### src/rtl/mhf_pkg.sv
// Package: shared constants and the address hash function for the
// multicast hash filter. Assumes a 48-bit address, first byte in [47:40].
package mhf_pkg;

    localparam int DA_W         = 48;
    localparam int CRC_W        = 32;
    localparam logic [CRC_W-1:0] CRC_POLY = 32'h04C1_1DB7;

    // Mode register word and its bit positions
    localparam int MODE_WORD    = 4;
    localparam int MODE_W       = 3;
    localparam int MODE_PROMISC = 0;
    localparam int MODE_ALLGRP  = 1;
    localparam int MODE_HASH    = 2;

    // Position of the group flag inside the address
    localparam int GROUP_BIT    = 40;

    // CRC-32 over six bytes, each byte least significant bit first,
    // seeded with all ones, no final inversion.
    function automatic logic [CRC_W-1:0] addr_crc(input logic [DA_W-1:0] addr);
        logic [CRC_W-1:0] acc;
        logic [7:0]       octet;
        logic             feedback;
        acc = '1;
        for (int i = 0; i < DA_W / 8; i++) begin
            octet = addr[DA_W-1-8*i -: 8];
            for (int j = 0; j < 8; j++) begin
                feedback = acc[CRC_W-1] ^ octet[j];
                acc      = {acc[CRC_W-2:0], 1'b0};
                if (feedback)
                    acc = acc ^ CRC_POLY;
            end
        end
        return acc;
    endfunction

endpackage

### src/rtl/mhf_hash_stage.sv
// Module: first pipeline stage. Hashes the destination address and
// registers the slot number and the group flag with a valid bit.
// Assumes da is stable in the cycle da_valid is high.
module mhf_hash_stage
    import mhf_pkg::*;
#(
    parameter int SLOT_BITS = 6
) (
    input  logic                 clk,
    input  logic                 rst_n,
    input  logic                 da_valid,
    input  logic [DA_W-1:0]      da,
    output logic                 stg_valid,
    output logic [SLOT_BITS-1:0] stg_slot,
    output logic                 stg_group
);
    localparam int SLOTS = 1 << SLOT_BITS;

    logic [CRC_W-1:0]     crc_c;
    logic [SLOT_BITS-1:0] top_c;
    logic                 unused_crc_low;

    // Hash the address and take the top CRC bits
    always_comb begin
        crc_c = addr_crc(da);
        top_c = crc_c[CRC_W-1 -: SLOT_BITS];
    end

    assign unused_crc_low = ^crc_c;

    // Register slot (inverted top bits), group flag and valid
    always_ff @(posedge clk) begin
        if (!rst_n) begin
            stg_valid <= 1'b0;
            stg_slot  <= '0;
            stg_group <= 1'b0;
        end else begin
            stg_valid <= da_valid;
            if (da_valid) begin
                stg_slot  <= SLOT_BITS'(SLOTS - 1) - top_c;
                stg_group <= da[GROUP_BIT];
            end
        end
    end

endmodule

### src/rtl/mhf_table_regs.sv
// Module: mode register plus individual and group hash tables, with a
// word-addressed write/read port and a combinational slot lookup.
// Assumes one write per cycle; reads are combinational on cfg_addr.
module mhf_table_regs
    import mhf_pkg::*;
#(
    parameter int ADDR_W      = 6,
    parameter int DATA_W      = 32,
    parameter int SLOT_BITS   = 6,
    parameter int WIDTH_SHIFT = 4,
    parameter int HASH_BASE   = 12
) (
    input  logic                 clk,
    input  logic                 rst_n,
    input  logic                 cfg_wr,
    input  logic [ADDR_W-1:0]    cfg_addr,
    input  logic [DATA_W-1:0]    cfg_wdata,
    output logic [DATA_W-1:0]    cfg_rdata,
    input  logic [SLOT_BITS-1:0] look_slot,
    output logic                 ind_hit,
    output logic                 grp_hit,
    output logic [MODE_W-1:0]    mode
);
    localparam int REG_W  = 1 << WIDTH_SHIFT;
    localparam int REGS   = 1 << (SLOT_BITS - WIDTH_SHIFT);
    localparam int SLOTS  = 1 << SLOT_BITS;
    localparam int GRP_BASE = HASH_BASE + REGS;

    logic [REG_W-1:0]  ind_q [REGS];
    logic [REG_W-1:0]  grp_q [REGS];
    logic [SLOTS-1:0]  ind_flat;
    logic [SLOTS-1:0]  grp_flat;
    logic              unused_wdata;

    assign unused_wdata = ^cfg_wdata;

    // Mode register write
    always_ff @(posedge clk) begin
        if (!rst_n)
            mode <= '0;
        else if (cfg_wr && cfg_addr == ADDR_W'(MODE_WORD))
            mode <= cfg_wdata[MODE_W-1:0];
    end

    for (genvar r = 0; r < REGS; r++) begin : g_reg
        // Individual table register write, only the used low bits kept
        always_ff @(posedge clk) begin
            if (!rst_n)
                ind_q[r] <= '0;
            else if (cfg_wr && cfg_addr == ADDR_W'(HASH_BASE + r))
                ind_q[r] <= cfg_wdata[REG_W-1:0];
        end

        // Group table register write, only the used low bits kept
        always_ff @(posedge clk) begin
            if (!rst_n)
                grp_q[r] <= '0;
            else if (cfg_wr && cfg_addr == ADDR_W'(GRP_BASE + r))
                grp_q[r] <= cfg_wdata[REG_W-1:0];
        end

        // Slot order: first slot of a register is its top used bit
        for (genvar b = 0; b < REG_W; b++) begin : g_bit
            assign ind_flat[r*REG_W + (REG_W-1-b)] = ind_q[r][b];
            assign grp_flat[r*REG_W + (REG_W-1-b)] = grp_q[r][b];
        end
    end

    // Slot lookup in both tables
    assign ind_hit = ind_flat[look_slot];
    assign grp_hit = grp_flat[look_slot];

    // Read mux: unmapped words and unused bits return zero
    always_comb begin
        cfg_rdata = '0;
        if (cfg_addr == ADDR_W'(MODE_WORD))
            cfg_rdata = DATA_W'(mode);
        for (int r = 0; r < REGS; r++) begin
            if (cfg_addr == ADDR_W'(HASH_BASE + r))
                cfg_rdata = DATA_W'(ind_q[r]);
            if (cfg_addr == ADDR_W'(GRP_BASE + r))
                cfg_rdata = DATA_W'(grp_q[r]);
        end
    end

    if (REG_W < DATA_W) begin : g_narrow_chk

        upper_zero_chk: assert property (@(posedge clk) disable iff (!rst_n)
            cfg_rdata[DATA_W-1:REG_W] == '0);
    end

endmodule

### src/rtl/mhf_decide.sv
// Module: second pipeline stage. Combines the receive mode with the
// table hit and registers a one-cycle accept or reject pulse.
// Assumes ind_hit/grp_hit belong to the slot presented in the same cycle.
module mhf_decide
    import mhf_pkg::*;
(
    input  logic              clk,
    input  logic              rst_n,
    input  logic              stg_valid,
    input  logic              stg_group,
    input  logic              ind_hit,
    input  logic              grp_hit,
    input  logic [MODE_W-1:0] mode,
    output logic              rx_accept,
    output logic              rx_reject
);
    logic keep_c;

    // Decision: promiscuous, then all-multicast for groups, then hash match
    always_comb begin
        if (mode[MODE_PROMISC])
            keep_c = 1'b1;
        else if (stg_group)
            keep_c = mode[MODE_ALLGRP] || (mode[MODE_HASH] && grp_hit);
        else
            keep_c = mode[MODE_HASH] && ind_hit;
    end

    // Register the result pulse
    always_ff @(posedge clk) begin
        if (!rst_n) begin
            rx_accept <= 1'b0;
            rx_reject <= 1'b0;
        end else begin
            rx_accept <= stg_valid && keep_c;
            rx_reject <= stg_valid && !keep_c;
        end
    end


    acc_rej_excl_chk: assert property (@(posedge clk) disable iff (!rst_n)
        !(rx_accept && rx_reject));


    promisc_accept_chk: assert property (@(posedge clk) disable iff (!rst_n)
        (stg_valid && mode[MODE_PROMISC]) |=> rx_accept);


    allgrp_accept_chk: assert property (@(posedge clk) disable iff (!rst_n)
        (stg_valid && stg_group && mode[MODE_ALLGRP]) |=> rx_accept);


    idle_reject_chk: assert property (@(posedge clk) disable iff (!rst_n)
        (stg_valid && mode == '0) |=> rx_reject);

endmodule

### src/rtl/mcast_hash_filter.sv
// Module: top of the receive destination-address hash filter.
// LARGE_TABLE picks the 64-slot (0) or 256-slot (1) table layout.
// Assumes da_valid is a single-cycle strobe per received address.
module mcast_hash_filter
    import mhf_pkg::*;
#(
    parameter int LARGE_TABLE = 0,
    parameter int ADDR_W      = 6,
    parameter int DATA_W      = 32
) (
    input  logic              clk,
    input  logic              rst_n,
    input  logic              cfg_wr,
    input  logic [ADDR_W-1:0] cfg_addr,
    input  logic [DATA_W-1:0] cfg_wdata,
    output logic [DATA_W-1:0] cfg_rdata,
    input  logic              da_valid,
    input  logic [DA_W-1:0]   da,
    output logic              rx_accept,
    output logic              rx_reject
);
    localparam int SLOT_BITS   = (LARGE_TABLE != 0) ? 8 : 6;
    localparam int WIDTH_SHIFT = (LARGE_TABLE != 0) ? 5 : 4;
    localparam int HASH_BASE   = (LARGE_TABLE != 0) ? 32 : 12;

    logic                 stg_valid;
    logic [SLOT_BITS-1:0] stg_slot;
    logic                 stg_group;
    logic                 ind_hit;
    logic                 grp_hit;
    logic [MODE_W-1:0]    mode;

    mhf_hash_stage #(
        .SLOT_BITS (SLOT_BITS)
    ) u_hash (
        .clk       (clk),
        .rst_n     (rst_n),
        .da_valid  (da_valid),
        .da        (da),
        .stg_valid (stg_valid),
        .stg_slot  (stg_slot),
        .stg_group (stg_group)
    );

    mhf_table_regs #(
        .ADDR_W      (ADDR_W),
        .DATA_W      (DATA_W),
        .SLOT_BITS   (SLOT_BITS),
        .WIDTH_SHIFT (WIDTH_SHIFT),
        .HASH_BASE   (HASH_BASE)
    ) u_tables (
        .clk       (clk),
        .rst_n     (rst_n),
        .cfg_wr    (cfg_wr),
        .cfg_addr  (cfg_addr),
        .cfg_wdata (cfg_wdata),
        .cfg_rdata (cfg_rdata),
        .look_slot (stg_slot),
        .ind_hit   (ind_hit),
        .grp_hit   (grp_hit),
        .mode      (mode)
    );

    mhf_decide u_decide (
        .clk       (clk),
        .rst_n     (rst_n),
        .stg_valid (stg_valid),
        .stg_group (stg_group),
        .ind_hit   (ind_hit),
        .grp_hit   (grp_hit),
        .mode      (mode),
        .rx_accept (rx_accept),
        .rx_reject (rx_reject)
    );


    result_follows_chk: assert property (@(posedge clk) disable iff (!rst_n)
        da_valid |=> ##1 (rx_accept || rx_reject));


    no_spurious_chk: assert property (@(posedge clk) disable iff (!rst_n)
        (rx_accept || rx_reject) |-> $past(da_valid, 2));

endmodule

### config.mk
export PLATFORM = sky130hd
export DESIGN_NAME = mcast_hash_filter
export DESIGN_NICKNAME = d
export VERILOG_FILES = /design/src/rtl/mhf_pkg.sv /design/src/rtl/mhf_hash_stage.sv /design/src/rtl/mhf_table_regs.sv /design/src/rtl/mhf_decide.sv /design/src/rtl/mcast_hash_filter.sv
export SDC_FILE = /design/constraint.sdc
export NUM_CORES = 1
export LEC_CHECK = 0
export ABC_AREA = 1
export BUFFER_PORTS_ARGS = -buffer_cell sky130_fd_sc_hd__buf_4
export CAP_MARGIN = 20
export CORE_ASPECT_RATIO = 0.75
export CORE_UTILIZATION = 50
export DETAILED_ROUTE_END_ITERATION = 8
export PLACE_DENSITY = 0.77
export SLEW_MARGIN = 0
export SYNTH_ARGS = -nofsm -noshare
export SYNTH_HDL_FRONTEND = slang
export SYNTH_SLANG_ARGS = --single-unit
### constraint.sdc
create_clock -name clk -period 3.33 [get_ports clk]
set_clock_uncertainty 0.2 [all_clocks]
set_input_delay 0.666 -clock clk [delete_from_list [all_inputs] [get_ports clk]]
set_output_delay 0.666 -clock clk [all_outputs]
set_load 0.01 [all_outputs]
==> results of run 1 <==
-- what timing repair did --
item,CTS,global route
setup endpoints to repair,6,14
setup buffers,45,38
pin swaps,119,174
gates cloned,1,0
hold buffers,0,0
resized for setup,186,302
-- logic make-up (layout without fill, tap and decap cells) --
group	Yosys count	after routing	share of synthesized area, %
and+or+nand+nor	1310	1311	45.9
DFF	141	141	32.3
other	1	16	0.0295
buffers and inverters	247	603	8.04
AOI/OAI and AO/OA	177	177	8.40
xor gates and xnor gates	72	72	5.28
-- flip-flops by register name, indices dropped and copies added, names as in the netlist --
| register | flops |
|---|---|
| u_hash.stg_valid | 1 |
| u_tables.mode | 3 |
| u_decide.rx_accept | 1 |
| u_tables.grp_q | 64 |
| u_decide.rx_reject | 1 |
| u_tables.ind_q | 64 |
| u_hash.stg_group | 1 |
| u_hash.stg_slot | 6 |
-- synthesized netlist by cell type (all sizes together) (4+ instances only) --
library cell / instances
nand4: 25
clkinv: 5
o2111ai: 4
nor2: 224
a22oi: 5
nand3b: 17
or2: 5
nand2: 797
dfxtp: 13
buf: 23
xnor2: 11
a21oi: 30
a31oi: 4
o221ai: 25
clkbuf: 41
o22ai: 5
nand3: 241
a221oi: 6
o21ai: 90
inv: 178
xor2: 60
edfxtp: 128
-- final timing paths --
| kind | from | to | cells after the start |
|---|---|---|---|
| min | u_hash.stg_valid | u_decide.rx_accept | 2 |
| min reg2reg | u_hash.stg_valid | u_decide.rx_accept | 2 |
| max | da[46] | u_hash.stg_slot[5] | 31 |
| max reg2reg | u_hash.stg_slot[1] | u_decide.rx_accept | 10 |
-- routing by layer --
| metal | routed length (um) | vias up | track usage [%] | share of wire [%] |
|---|---|---|---|---|
| met1 | 19300 | 7222 | 48.9 | 38 |
| li1 | - | 7074 | - | - |
| met5 | 0 | - | 0 | 0 |
| met3 | 7030 | 239 | 9.31 | 14 |
| met2 | 21900 | 1215 | 51.9 | 44 |
| met4 | 2130 | 0 | 8.93 | 4.2 |
-- layout by cell type, fill, tap and decap left out, drive strengths merged, types with 4 or more instances in the layout --
master	instances
a21oi	30
a221oi	6
a22oi	5
a31oi	4
buf	388
clkbuf	18
clkinv	9
conb	16
dfxtp	13
edfxtp	128
inv	182
nand2	798
nand3	241
nand3b	17
nand4	25
nor2	224
o2111ai	4
o21ai	90
o221ai	25
o22ai	5
or2	5
xnor2	11
xor2	60
-- report_power, final --
part / leakage, nW / total [mW] / internal [mW] / switching (mW)
Combinational: 7.45 / 11.9 / 4.70 / 7.18
Sequential: 1.32 / 2.15 / 2.05 / 0.101
Clock: 0.297 / 2.00 / 1.20 / 0.803
-- critical path: cells and delay by family --
kind	cells	cell delay, ps
AND/OR/NAND/NOR	24	2230
buffers and inverters	5	540
XOR/XNOR	2	440
-- final cells by class --
type,count,share of cell area (%)
flip-flops and latches,141,21.9
inverters,183,4.00
well taps,338,2.26
clock inverters,14,0.968
clock buffers,18,2.29
multi-input cells,1576,51.4
repair buffers,388,17.2
==> reports/summary.md, run 1 <==
The flow ran to the end, but the final reports show violations. The checks that failed: setup timing. Dividing the detail-routed wire length by the instance count gives 18.9 um. In this run the number of H-tree levels came out at 4. 0 antenna diodes ended up in the layout. The nature of the critical path endpoint was a register. The number of buffers created by CTS was 17; the maximum clock path buffer count was 2. The post-route netlist has 39.4% of its cells at a drive strength greater than 1. In the routed design, unresolved DRC markers number 0.

Register bit count reported by yosys: 141. The die is 140 um tall. The die area was 26000 um^2. Timing analysis after detailed placement gives a worst setup slack of -855 ps. Dividing the detail-routed via count by the number of cells gives 5.93.

Predominant post-synthesis flop cell: sky130_fd_sc_hd__edfxtp_1. The number of antenna violations at the first check in global routing is 0, and the number of fillers in the final layout is 1654. In this design, the stage delay of the slowest critical-path cell is 270 ps. For this design the static power due to leakage is 9.07 nW. Ranked by total cell area, the synthesized netlist is headed by sky130_fd_sc_hd__edfxtp_1 (30%), sky130_fd_sc_hd__nand2_1 (21%), sky130_fd_sc_hd__nand3_1 (8.9%). Clock tree synthesis found a total of 141 sinks. The final-layout worst hold slack was 256 ps. The area share of the largest cell type after synthesis was 30.3%; the sequential fraction of the synthesis area was 32.3%. The library cell occupying the most area in the post-synthesis netlist is sky130_fd_sc_hd__edfxtp_1. Synthesis handed over a netlist of 1948 instances.

The run gives 50.8% as the worst max-slew margin expressed relative to the limit. TritonCTS built the clock tree. Most repeated library cell on the critical path: sky130_fd_sc_hd__nand2_2.

The logs give 15500 um^2 for the area of placed instances and 0.979 for the routability-driven placement congestion ratio. A synthesized cell averages 6.52 um^2. In this run the remaining antenna-violating nets after routing total 0. The count of pins on the block boundary was 124; the total number of yosys warnings was 0.

The count of input and output buffers was 91. The placement row count is 50. The final critical path time including I/O delays and setup was 3770 ps. The detailed router finished its first iteration with 2252 violations. The count of flip-flops with a built-in enable after synthesis was 128.

The worst setup path is of the input port to register kind. The post-synthesis to final-layout area growth was 47.6%; the first-pass GRT wire length was 69900 um. For this design, the slowest cell found on the critical path is sky130_fd_sc_hd__xor2_1.

In the finished design, the share of the clock period the worst path needs comes to 113%. The clock slew seen by the registers of the worst setup and hold paths was 70 ps; the power density over cell area was 855 nW/um^2. Data on the critical path is required at its endpoint by 3450 ps.

The post-route non-filler standard cell count is 2658, and the post-synth design cell area is 12700 um^2. The number of endpoints with negative hold slack in the final report was 0; the placed cell count was 2545. In the synthesized netlist the async set-or-reset flop fraction comes to 0%. The region available for standard cell placement spans 25000 um^2. Cells fill 75.1% of the core in the end. Root cell of the clock tree: sky130_fd_sc_hd__clkbuf_16.

Max-cap violation count: 0. For the final max-slew violation count, the log shows 0. Before antenna repair, the detailed router went through 6 iterations. The via count of the first global-routing pass is 13500, and the chip width is 186 um. The data arrival time of the critical path was 3890 ps. The slack of the worst reg-to-reg path was 240 ps. The logs give 15800 for the total via count in the routed design and -2240 ps for the sum of negative setup slack. The peak fanout along the critical path was 6; the total detailed-routing wirelength was 50300 um. The initial utilization of the core area, before any placement, comes to 50.9%. Summed over all nets, the half-perimeter wirelength after detailed placement is 33300 um. The logs give -440 ps for the final worst slack and 4110 um^2 for the sequential cell area. For the post-layout total power, the log shows 16.0 mW. For this run the aggregate overflow at the end of global routing stands at 0.

The aggregate global-route resource usage was 34.6%; the clock latency of the later-clocked register in the worst-skew pair was 430 ps. The run gives 9640 um^2 as the total area of multi-input combinational cells. The final cell area excluding filler cells came out at 18700 um^2. STA classifies the critical path startpoint as an input port. The run gives 66 as the largest net degree at the start of global routing. The path class of the tightest hold or removal check is register to register. Based on the critical path, the design can be clocked at up to 265 MHz. Setup repair after global routing could not meet its margin everywhere.

The measured slew at the worst slew-check pin came out at 737 ps. Setup violations remaining at the end of the flow were counted as 6. The unique cell type count in the Yosys netlist is 41, and the net count reported at finish is 2397. Across the VDD grid, the largest voltage drop is 0.000862 V.
(Power assumes the default switching activity.)
==> run 2: changes to the inputs <==
- CAP_MARGIN: 20 -> unset
- CORE_MARGIN: unset -> 2
==> run 2 against run 1 <==
  * The flow still finishes with violations (setup timing)
  * Clock power down 3%
  * Non-clock buffer count unchanged
  * Register-to-register slack worse by 200 ps
  * Total power decreased by 3.5%
  * Design area shrank 0.38%
  * Largest cell class unchanged
==> reports/summary.md, run 2 (synthesized netlist as in run 1, its figures left out) <==
The peak fanout along the critical path came out at 7 (was 6). The cell leakage power was 9.07 nW (about the same). For the number of nets with antenna violations after detailed routing, the log shows 0 (unchanged). The chip width works out to 188 um (was 186 um). The element type at the critical path start is an input port (unchanged).

The clock slew seen by the registers of the worst setup and hold paths is 60 ps (was 70 ps). The floorplan core area is 25000 um^2 (unchanged), and the total via count in the routed design is 15900 (was 15800). The class of the tightest hold or removal check was register to register (unchanged). Critical path class: input port to register (unchanged). The total detailed-routing wirelength was 52700 um (was 50300 um); the per-cell routed wire length was 19.8 um (was 18.9 um). Setup repair after global routing could not meet its margin everywhere. The logs give 7490 um (was 7030 um) for the wire length on met3 and 20000 um (was 19300 um) for the routed length on met1. Clock latency of the later-clocked register in the worst-skew pair: 430 ps (about the same).

The depth of the CTS H-tree came out at 4 (unchanged). The average vias per placed instance is 5.97 (was 5.93), and the maximum vdd ir drop is 0.000795 V (was 0.000862 V). The measured slew at the worst slew-check pin came out at 821 ps (was 737 ps). The post-layout total power is 15.5 mW (was 16.0 mW), and the final cell area excluding filler cells is 18700 um^2 (about the same). For the largest net degree at the start of global routing, the log shows 66 (unchanged). The tools report the utilization after layout as 74.8% (was 75.1%).

The power density over cell area works out to 828 nW/um^2 (was 855 nW/um^2). For the detailed route wirelength on metal2, the log shows 22300 um (was 21900 um). TritonCTS built the clock tree.

The slowest cell on the critical path is sky130_fd_sc_hd__xor2_1 (unchanged). The routability-driven placement congestion ratio came out at 0.973 (was 0.979). Most used cells in the layout excluding fill and tap cells: sky130_fd_sc_hd__nand2_1 (468), sky130_fd_sc_hd__buf_4 (361), sky130_fd_sc_hd__nor2_1 (218) (was sky130_fd_sc_hd__nand2_1 (480), sky130_fd_sc_hd__buf_4 (343), sky130_fd_sc_hd__nor2_1 (216)). The final critical path time including I/O delays and setup is 3710 ps (was 3770 ps).

The top routing layer in use was met4 (unchanged). The tools report the count of final setup violators as 6 (unchanged). The count of input and output buffers was 91 (unchanged); the net count reported at finish was 2399 (was 2397). Biggest cell delay along the critical path: 330 ps (was 270 ps). The worst setup path startpoint is da[40] (was da[46]). Achievable frequency: 269 MHz (was 265 MHz).

The run finished, with violations left. For the first-pass GRT wire length, the log shows 72400 um (was 69900 um). The logs give -383 ps (was -440 ps) for the final worst slack and 266 ps (was 256 ps) for the final-layout worst hold slack. The final max-slew violation count was 0 (unchanged). The run gives 0 (unchanged) as the remaining design rule violation count.

The worst max-slew margin expressed relative to the limit was 45.2% (was 50.8%). The tools report the endpoint of the worst hold-timing path as u_decide.rx_reject (was u_decide.rx_accept). The remaining global-route overflow came out at 0 (unchanged). The logs give 2558 (was 2545) for the placed cell count and 14100 (was 13500) for the via count of the first global-routing pass. The share of cells above drive strength 1 works out to 39.4% (about the same).

The clock sink count came out at 141 (unchanged). The nature of the critical path endpoint is a register (unchanged). Required time of the critical path: 3460 ps (was 3450 ps). The effective utilization at floorplan was 50.9% (unchanged); the number of buffers created by CTS was 17 (unchanged). The most repeated library cell on the critical path was sky130_fd_sc_hd__nand2_1 (was sky130_fd_sc_hd__nand2_2). The run gives 50 (unchanged) as the placement row count. Endpoint of the worst register-to-register path: u_decide.rx_accept (unchanged).

The tools report the max-cap violation count as 0 (unchanged). For the HPWL after detailed placement, the log shows 34700 um (was 33300 um). For the sum of negative setup slack, the log shows -2090 ps (was -2240 ps).

The tools report the DRC violation total after the first TritonRoute iteration as 2250 (was 2252). The number of antenna violations at the first check in global routing is 0 (unchanged), and the post-synthesis to final-layout area growth is 47.0% (was 47.6%). The run gives -860 ps (was -855 ps) as the post-placement setup slack. The first-pass detailed-route iteration total came out at 9 (was 6). The source of the worst register-to-register timing path was u_hash.stg_slot[1] (unchanged). The number of fillers in the final layout was 1676 (was 1654); the path depth of the worst reg2reg path was 10 (unchanged).

Top flop regs: u_tables.grp_q x64, u_tables.ind_q x64, u_hash.stg_slot x6 (unchanged). The die area came out at 26700 um^2 (was 26000 um^2). Post-route non-filler standard cell count: 2660 (was 2658). The run gives 40 ps (was 240 ps) as the slack of the worst reg-to-reg path. The most common cell after layout, fill and taps aside was sky130_fd_sc_hd__nand2_1 (unchanged).

The height of the die came out at 142 um (was 140 um). The data arrival time of the critical path was 3840 ps (was 3890 ps). The area of placed instances came out at 15600 um^2 (was 15500 um^2).

The share of the clock period used by the worst path works out to 111% (was 113%). The number of cells on the worst hold path was 2 (unchanged); the count of pins on the block boundary was 124 (unchanged). The tools report the aggregate global-route resource usage as 34.4% (was 34.6%). The number of endpoints with negative hold slack in the final report was 0 (unchanged). The maximum clock path buffer count was 2 (unchanged); the number of inserted diodes was 0 (unchanged).

Violations in the final reports: setup timing (unchanged). The start point of the worst min-delay path was u_hash.stg_valid (unchanged). The root cell of the clock tree is sky130_fd_sc_hd__clkbuf_16 (unchanged).

The number of buffers added to fix hold violations after cts was 0 (unchanged).
[run 2: cell count changes in the layout (fill, tap and decap cells not counted), sizes merged]
cell      before  now
clkbuf        18   22
clkinv         9   10
clkinvlp       3    1
inv          182  179
nand2        798  799
nand3        241  242
[run 2: repair_timing]
item	CTS	global route
buffers inserted	38	29
hold endpoints to repair	0	0
pin swaps	116	161
setup endpoints to repair	7	12
resized for setup	228	264
gates cloned	3	0
[run 2: layer usage]
layer / global-route usage (%) / up-vias
met5: 0 / -
met4: 10.9 / 0
met3: 11.4 / 309
li1: - / 7070
met1: 46.7 / 7228
met2: 52.0 / 1266
[run 2: cell type report]
cell class | count | area, um^2 | share of cell area (%)
multi-input combinational | 1578 | 9680 | 51.9
sequential | 141 | 4110 | 22.0
timing repair buffer | 388 | 3120 | 16.7
inverter | 183 | 757 | 4.05
clock buffer | 22 | 444 | 2.38
tap | 338 | 423 | 2.27
clock inverter | 10 | 138 | 0.737
[run 2: worst max path at each step]
stage | cells past startpoint | endpoint
final | 30 | u_hash.stg_slot[4]
after global routing | 30 | u_hash.stg_slot[4]
after CTS | 35 | u_hash.stg_slot[2]
after detailed placement | 35 | u_hash.stg_slot[2]
after global placement | 35 | u_hash.stg_slot[0]
after floorplan | 32 | u_hash.stg_slot[2]
[run 2: report_power, final]
part	internal [mW]	switching, mW
sequential	2.05	0.130
clock	1.18	0.754
combinational	4.40	6.95
[run 2: critical path, delay by kind of cell]
| family | cells | cell delay [ps] |
|---|---|---|
| xor gates and xnor gates | 2 | 520 |
| buffers and inverters | 8 | 680 |
| and+or+nand+nor | 20 | 1910 |
